**config.mk**
```make
export PLATFORM = sky130hd
export DESIGN_NAME = spim_ctrl
export DESIGN_NICKNAME = d
export VERILOG_FILES = /design/src/rtl/spim_pkg.sv /design/src/rtl/spim_fifo.sv /design/src/rtl/spim_shifter.sv /design/src/rtl/spim_ctrl.sv
export SDC_FILE = /design/constraint.sdc
export NUM_CORES = 1
export LEC_CHECK = 0
export ABC_AREA = 1
export BUFFER_PORTS_ARGS = -buffer_cell sky130_fd_sc_hd__buf_2
export CELL_PAD_IN_SITES_DETAIL_PLACEMENT = 0
export CELL_PAD_IN_SITES_GLOBAL_PLACEMENT = 1
export CORE_MARGIN = 4
export CORE_UTILIZATION = 40
export CTS_CLUSTER_SIZE = 30
export DETAILED_ROUTE_END_ITERATION = 8
export GPL_TIMING_DRIVEN = 0
export PLACE_DENSITY = 0.78
export SETUP_SLACK_MARGIN = 0.15
export SYNTH_ARGS = -nofsm -noshare
export SYNTH_HDL_FRONTEND = slang
export SYNTH_SLANG_ARGS = --single-unit
```
**constraint.sdc**
```tcl
create_clock -name clk -period 2.88 [get_ports clk]
set_clock_uncertainty 0.05 [all_clocks]
set_input_delay 0.144 -clock clk [delete_from_list [all_inputs] [get_ports clk]]
set_output_delay 0.144 -clock clk [all_outputs]
set_load 0.005 [all_outputs]
```
**src/rtl/spim_pkg.sv**
```systemverilog
package spim_pkg;
    localparam int BYTE_W = 8;

    typedef enum logic [1:0] {SH_IDLE, SH_LEAD, SH_TRAIL} sh_state_t;

    // register byte addresses
    localparam logic [7:0] A_GIE   = 8'h1C;
    localparam logic [7:0] A_ISR   = 8'h20;
    localparam logic [7:0] A_IER   = 8'h28;
    localparam logic [7:0] A_RST   = 8'h40;
    localparam logic [7:0] A_CTRL  = 8'h60;
    localparam logic [7:0] A_STAT  = 8'h64;
    localparam logic [7:0] A_TXD   = 8'h68;
    localparam logic [7:0] A_RXD   = 8'h6C;
    localparam logic [7:0] A_SEL   = 8'h70;
    localparam logic [7:0] A_TXOCC = 8'h74;
    localparam logic [7:0] A_RXOCC = 8'h78;

    localparam logic [31:0] RST_KEY = 32'h0000_000A;

    // control bit positions
    localparam int C_LOOP = 0;
    localparam int C_EN   = 1;
    localparam int C_MST  = 2;
    localparam int C_CPOL = 3;
    localparam int C_CPHA = 4;
    localparam int C_TXCL = 5;
    localparam int C_RXCL = 6;
    localparam int C_INH  = 8;
    localparam int C_LSB  = 9;

    localparam logic [9:0] CTRL_DFLT = 10'h180;
    localparam logic [9:0] CTRL_KEEP = 10'h39F;

    function automatic logic [BYTE_W-1:0] rev_bits(input logic [BYTE_W-1:0] v);
        logic [BYTE_W-1:0] r;
        for (int i = 0; i < BYTE_W; i++) r[i] = v[BYTE_W-1-i];
        return r;
    endfunction
endpackage

```
**src/rtl/spim_fifo.sv**
```systemverilog
module spim_fifo #(
    parameter int WIDTH = 8,
    parameter int DEPTH = 16,
    localparam int AW = $clog2(DEPTH)
) (
    input  logic             clk,
    input  logic             rst_n,
    input  logic             clr,
    input  logic             push,
    input  logic [WIDTH-1:0] din,
    input  logic             pop,
    output logic [WIDTH-1:0] dout,
    output logic [AW:0]      count
);
    localparam logic [AW:0] FULL = (AW+1)'(DEPTH);

    logic [WIDTH-1:0] mem [DEPTH];
    logic [AW-1:0]    wp, rp;
    logic             do_push, do_pop;

    assign do_push = push && (count != FULL);
    assign do_pop  = pop && (count != '0);
    assign dout    = mem[rp];

    always_ff @(posedge clk) begin
        if (do_push) mem[wp] <= din;
    end

    always_ff @(posedge clk or negedge rst_n) begin
        if (!rst_n) begin
            wp <= '0; rp <= '0; count <= '0;
        end else if (clr) begin
            wp <= '0; rp <= '0; count <= '0;
        end else begin
            if (do_push) wp <= wp + 1'b1;
            if (do_pop)  rp <= rp + 1'b1;
            count <= count + (AW+1)'(do_push) - (AW+1)'(do_pop);
        end
    end

    assert_no_overflow_R6: assert property (@(posedge clk) disable iff (!rst_n)
        count <= FULL);
    assert_full_holds_R6: assert property (@(posedge clk) disable iff (!rst_n)
        (count == FULL && push && !pop && !clr) |=> count == FULL);
endmodule

```
**src/rtl/spim_shifter.sv**
```systemverilog
module spim_shifter
    import spim_pkg::*;
#(
    parameter int HALF_DIV = 2,
    localparam int CW = $clog2(HALF_DIV + 1),
    localparam int BW = $clog2(BYTE_W)
) (
    input  logic              clk,
    input  logic              rst_n,
    input  logic              clr,
    input  logic              go,
    input  logic              cpol,
    input  logic              cpha,
    input  logic              lsb_first,
    input  logic              loop,
    input  logic              tx_avail,
    input  logic [BYTE_W-1:0] tx_byte,
    output logic              tx_pop,
    input  logic              rx_room,
    output logic [BYTE_W-1:0] rx_byte,
    output logic              rx_push,
    output logic              busy,
    output logic              sclk,
    output logic              mosi,
    input  logic              miso
);
    sh_state_t         state, nxt;
    logic [CW-1:0]     div_cnt;
    logic [BW-1:0]     bit_cnt;
    logic [BYTE_W-1:0] tx_sh, rx_sh;
    logic              half_end, last_bit, din;

    assign half_end = (div_cnt == CW'(HALF_DIV - 1));
    assign last_bit = (bit_cnt == BW'(BYTE_W - 1));
    assign din      = loop ? mosi : miso;

    // next state
    always_comb begin
        nxt = state;
        unique case (state)
            SH_IDLE:  if (go && tx_avail && rx_room) nxt = SH_LEAD;
            SH_LEAD:  if (half_end) nxt = SH_TRAIL;
            SH_TRAIL: if (half_end) nxt = last_bit ? SH_IDLE : SH_LEAD;
            default:  nxt = SH_IDLE;
        endcase
    end

    // outputs
    always_comb begin
        tx_pop  = (state == SH_IDLE) && (nxt == SH_LEAD);
        rx_push = (state == SH_TRAIL) && half_end && last_bit;
        busy    = (state != SH_IDLE);
        mosi    = tx_sh[BYTE_W-1];
        rx_byte = lsb_first ? rev_bits(rx_sh) : rx_sh;
    end

    always_ff @(posedge clk or negedge rst_n) begin
        if (!rst_n) begin
            state <= SH_IDLE; div_cnt <= '0; bit_cnt <= '0;
            tx_sh <= '0; rx_sh <= '0; sclk <= 1'b0;
        end else if (clr) begin
            state <= SH_IDLE; div_cnt <= '0; bit_cnt <= '0;
            tx_sh <= '0; rx_sh <= '0; sclk <= 1'b0;
        end else begin
            state <= nxt;
            sclk  <= cpol ^ (cpha ? (nxt == SH_LEAD) : (nxt == SH_TRAIL));
            div_cnt <= (state == SH_IDLE || half_end) ? '0 : div_cnt + 1'b1;
            if (tx_pop) begin
                tx_sh   <= lsb_first ? rev_bits(tx_byte) : tx_byte;
                bit_cnt <= '0;
            end
            if (state == SH_LEAD && half_end) rx_sh <= {rx_sh[BYTE_W-2:0], din};
            if (state == SH_TRAIL && half_end) begin
                tx_sh   <= tx_sh << 1;
                bit_cnt <= bit_cnt + 1'b1;
            end
        end
    end

    assert_sclk_idle_R9: assert property (@(posedge clk) disable iff (!rst_n)
        (state == SH_IDLE && $past(state) == SH_IDLE && $stable(cpol) && !$past(clr))
            |-> sclk == cpol);
endmodule

```
**src/rtl/spim_ctrl.sv**
```systemverilog
module spim_ctrl
    import spim_pkg::*;
#(
    parameter int NSS      = 8,
    parameter int DEPTH    = 16,
    parameter int HALF_DIV = 2,
    localparam int AW = $clog2(DEPTH)
) (
    input  logic           clk,
    input  logic           rst_n,
    input  logic           bus_wr,
    input  logic           bus_rd,
    input  logic [7:0]     bus_addr,
    input  logic [31:0]    bus_wdata,
    output logic [31:0]    bus_rdata,
    output logic           spi_sclk,
    output logic           spi_mosi,
    input  logic           spi_miso,
    output logic [NSS-1:0] spi_ss_n
);
    localparam logic [AW:0] FULL = (AW+1)'(DEPTH);

    logic [9:0]        ctrl_q;
    logic [NSS-1:0]    sel_q;
    logic              srst, wr_ctrl, wr_tx, wr_sel, rd_rx, go;
    logic [AW:0]       tx_cnt, rx_cnt;
    logic [BYTE_W-1:0] tx_head, rx_head, rx_new;
    logic              tx_pop, rx_push, busy;
    logic [AW-1:0]     tx_occ, rx_occ;
    logic [5:0]        stat;

    assign srst    = bus_wr && bus_addr == A_RST && bus_wdata == RST_KEY;
    assign wr_ctrl = bus_wr && bus_addr == A_CTRL;
    assign wr_tx   = bus_wr && bus_addr == A_TXD;
    assign wr_sel  = bus_wr && bus_addr == A_SEL;
    assign rd_rx   = bus_rd && bus_addr == A_RXD;
    assign go      = ctrl_q[C_EN] && ctrl_q[C_MST] && !ctrl_q[C_INH];

    always_ff @(posedge clk or negedge rst_n) begin
        if (!rst_n) begin
            ctrl_q <= CTRL_DFLT;
            sel_q  <= '1;
        end else if (srst) begin
            ctrl_q <= CTRL_DFLT;
            sel_q  <= '1;
        end else begin
            if (wr_ctrl) ctrl_q <= bus_wdata[9:0] & CTRL_KEEP;
            if (wr_sel)  sel_q  <= bus_wdata[NSS-1:0];
        end
    end

    assign spi_ss_n = sel_q;

    spim_fifo #(.WIDTH(BYTE_W), .DEPTH(DEPTH)) u_txq (
        .clk(clk), .rst_n(rst_n),
        .clr(srst || (wr_ctrl && bus_wdata[C_TXCL])),
        .push(wr_tx), .din(bus_wdata[BYTE_W-1:0]),
        .pop(tx_pop), .dout(tx_head), .count(tx_cnt));

    spim_fifo #(.WIDTH(BYTE_W), .DEPTH(DEPTH)) u_rxq (
        .clk(clk), .rst_n(rst_n),
        .clr(srst || (wr_ctrl && bus_wdata[C_RXCL])),
        .push(rx_push), .din(rx_new),
        .pop(rd_rx), .dout(rx_head), .count(rx_cnt));

    spim_shifter #(.HALF_DIV(HALF_DIV)) u_shift (
        .clk(clk), .rst_n(rst_n), .clr(srst), .go(go),
        .cpol(ctrl_q[C_CPOL]), .cpha(ctrl_q[C_CPHA]),
        .lsb_first(ctrl_q[C_LSB]), .loop(ctrl_q[C_LOOP]),
        .tx_avail(tx_cnt != '0), .tx_byte(tx_head), .tx_pop(tx_pop),
        .rx_room(rx_cnt != FULL), .rx_byte(rx_new), .rx_push(rx_push),
        .busy(busy), .sclk(spi_sclk), .mosi(spi_mosi), .miso(spi_miso));

    assign tx_occ = AW'(tx_cnt - 1'b1);
    assign rx_occ = AW'(rx_cnt - 1'b1);
    assign stat   = {1'b1, 1'b0, tx_cnt == FULL, tx_cnt == '0,
                     rx_cnt == FULL, rx_cnt == '0};

    always_comb begin
        case (bus_addr)
            A_GIE, A_ISR, A_IER: bus_rdata = '0;
            A_CTRL:  bus_rdata = 32'(ctrl_q);
            A_STAT:  bus_rdata = 32'(stat);
            A_RXD:   bus_rdata = (rx_cnt != '0) ? 32'(rx_head) : '0;
            A_SEL:   bus_rdata = 32'(sel_q);
            A_TXOCC: bus_rdata = 32'(tx_occ);
            A_RXOCC: bus_rdata = 32'(rx_occ);
            default: bus_rdata = '0;
        endcase
    end

    assert_inhibit_gate_R4: assert property (@(posedge clk) disable iff (!rst_n)
        (!go && !busy) |=> !busy);
    assert_rx_room_R7: assert property (@(posedge clk) disable iff (!rst_n)
        rx_push |-> rx_cnt != FULL);
    assert_sel_hold_R5: assert property (@(posedge clk) disable iff (!rst_n)
        !(wr_sel || srst) |=> $stable(spi_ss_n));
endmodule

```
==> run metrics <==
status=complete, no violations; crit path max fanout=9; Avg Cell Area, Syn=around 10 µm²; share of layout cells above drive strength 1=between 10% and 20%; initial antenna violation count=0; Power, Total=approximately 11 mW; CTS Sinks=roughly 320; area leader, netlist=edfxtp_1; Initial DRC Count=1113; Total Routing Usage GR=slightly below 20%; prevailing post-synth register cell=edfxtp_1; Top cell by count, worst path=inv_2; post-synthesis cell type count=between 40 and 50; CTS Buffer Depth=3; WP data required=~3000 ps; H-tree lvl count=2; nets@finish=~1700; Post-route DRC=0; Final setup viols=0; row cnt=70; #FFs+latches synth=~320; Area growth syn-to-layout=17.4%; sequential area share after synthesis=between 60% and 70%; CP Capture Type=flop; CP delay by family, top=simple AND/OR/NAND/NOR gates; largest cells by area after synthesis=edfxtp_1, dfrtp_1, nand2_1; later-pin clock latency in the skew report=between 500 and 600 ps; Ant. Diodes=0; via count of the first global-routing pass=around 11000; total gr overflow=0; initial core utilization=40.5%; static leakage=between 7 and 8 nW; period utilisation layout=95.7%; largest net degree at the start of global routing=just over 50; final instance area=~17000 µm²; warnings from Yosys=0; IO Count=between 80 and 90; Critical-path top delay cell=nor2_2; largest stage delay on the critical path=660 ps; Post-synth EDFFs=approximately 260; Total Wirelength=around 40 mm; post-synth top area share=51.8%; Worst setup SP type=flop; pwr/cell area=roughly 620 nW/µm²; DP HPWL=~28 mm; wire per inst=19.4 µm; Max-Cap Viols=0; vias=~11000; Slew @ Worst Pin=1090 ps; asr flop ratio synth=between 20 and 25%; first-pass GRT wire length=between 60 and 70 mm; core area=36600 µm²; die span in x=~200 µm; critical path class=flop to flop; Slew Limit Fails=0; unrepaired setup endpoints after global routing=yes; full die area=between 40000 and 50000 µm²; CTS root buf=clkbuf_16; Buf/Inv on CP=3; Clk pin slew, worst setup/hold paths=about 70 ps; Worst VDD drop=about 0.60 mV; Netlist Area Pre-Place=about 15000 µm²; Worst EP arrival=roughly 2900 ps; placed cell areas=around 16000 µm²; Fin. Hold Viols=0; remaining antenna violation count after routing=0; Rel. slew slack=between 20% and 30%; most frequent cells after synthesis=nand2_1, edfxtp_1, nor2_1; first drt pass iteration count=5; Final GP Congestion=0.837; Max Fclk=363 MHz; crit path cell chain=inv_1 -> ha_1 -> inv_2 -> nor2_8 -> inv_2 -> nor3_4 -> nand2_1 -> nor2_2; total CTS buffers=35; Vert. Die Dim=around 200 µm; Hold Crit Class=input pin to async pin; DR vias/cell=~5.3; CTS tree=yes; count leader, synth=nand2_1; Synth Instances=1468; Setup WS post-layout=between 100 and 150 ps; min Tclk post-route=~2800 ps; pre-CTS WS=-353 ps; port bufs=64
## power breakdown
part	switching [mW]	leakage [nW]	internal [mW]
Combinational	0.663	3.49	0.413
Sequential	0.0668	3.09	5.11
Clock	1.86	0.557	2.66
Total	2.59	7.14	8.18
## final cells by class
cell class                 count  area, µm²
buffer                        80        484
tap                          468        586
fill                        3369      19200
timing repair buffer          83        515
sequential                   322       9350
inverter                     114        437
multi-input combinational    973       4880
clock inverter                24        240
clock buffer                  40        916
## per-layer routing
| metal | wire length [µm] | global-route usage, % | share of wire [%] | vias up |
|---|---|---|---|---|
| li1 | - | - | - | 5233 |
| met1 | 17900 | 28.4 | 44 | 5328 |
| met2 | 19000 | 31.8 | 46 | 424 |
| met3 | 3110 | 3.23 | 7.6 | 65 |
| met4 | 926 | 5.56 | 2.3 | 0 |
| met5 | 0 | 0 | 0 | - |
## stage by stage
stage / instances / hold slack, ps / util (%) / setup TNS, ps
detailed placement: 2027 / 6.64 / 43.4 / -6710
global route: 2104 / 28.8 / 47.6 / 0
floorplan: 1489 / -202 / - / 0
CTS: 2099 / 18.8 / 47.1 / -107
finish: 2104 / 36.0 / 47.6 / 0
global placement: 2021 / 355 / 43.2 / -20750
## cells by family (layout without fill, tap and decap cells)
kind of cell             after synthesis  after routing  synth area share, %
multiplexers                           1              1               0.0759
buffers and inverters                194            341                 5.89
flip-flops                           322            322                 63.0
AO/OA/AOI/OAI                        179            179                 6.69
AND/OR/NAND/NOR                      736            736                 21.4
adder cells (fa/ha/maj)               28             28                 2.46
XOR/XNOR                               7              7                0.413
other                                  1             22               0.0253
## layout by cell type, fill, tap and decap left out, types with 8 or more instances in the layout
cell,synthesis,final
nor2_4,3,12
clkbuf_16,0,36
nand3_1,118,116
dfrtp_1,56,56
nor2_2,1,12
clkbuf_2,0,9
o22ai_1,19,18
o211ai_1,8,8
nor3_1,16,15
buf_4,25,37
o21ai_0,79,70
ha_1,26,21
a21oi_1,55,54
clkbuf_1,26,16
edfxtp_1,256,256
inv_2,11,16
nand4_1,30,30
nor2_1,198,178
conb_1,1,22
inv_1,98,91
buf_2,22,84
clkinv_1,4,11
dfstp_2,10,10
o21ai_1,7,15
nand2_1,340,340
## flip-flops by register name, summed over array words and instances, names as in the netlist, 5 cells and up
register and cells:
u_shift.tx_sh 8, ctrl_q 8, u_shift.rx_sh 8, u_rxq.count 5, u_txq.mem 128, spi_ss_n 8, u_rxq.mem 128, u_txq.count 5
## worst paths after layout
path | cells past startpoint | to | startpoint | slack (ps)
min in group clk | 1 | u_txq.mem[15][7] | bus_wdata[7] | 40
hold reg to reg | 1 | u_shift.div_cnt[0] | u_shift.div_cnt[0] | 380
max in group asynchronous | 3 | ctrl_q[8] | rst_n | 2140
setup / recovery | 8 | u_rxq.mem[10][0] | u_shift.div_cnt[1] | 120
hold / removal | 2 | ctrl_q[2] | rst_n | 40
setup reg to reg | 8 | u_rxq.mem[10][0] | u_shift.div_cnt[1] | 120
## what timing repair did
action | 4_1_cts | 5_1_grt
pin swaps | 4 | 16
buffers inserted | 4 | 5
endpoints found under the hold margin | 62 | 0
resized for setup | 41 | 47
setup endpoints to repair | 159 | 154
hold buffers | 4 | 0
gates cloned | 0 | 0
Power figures use the tool's default switching activity.
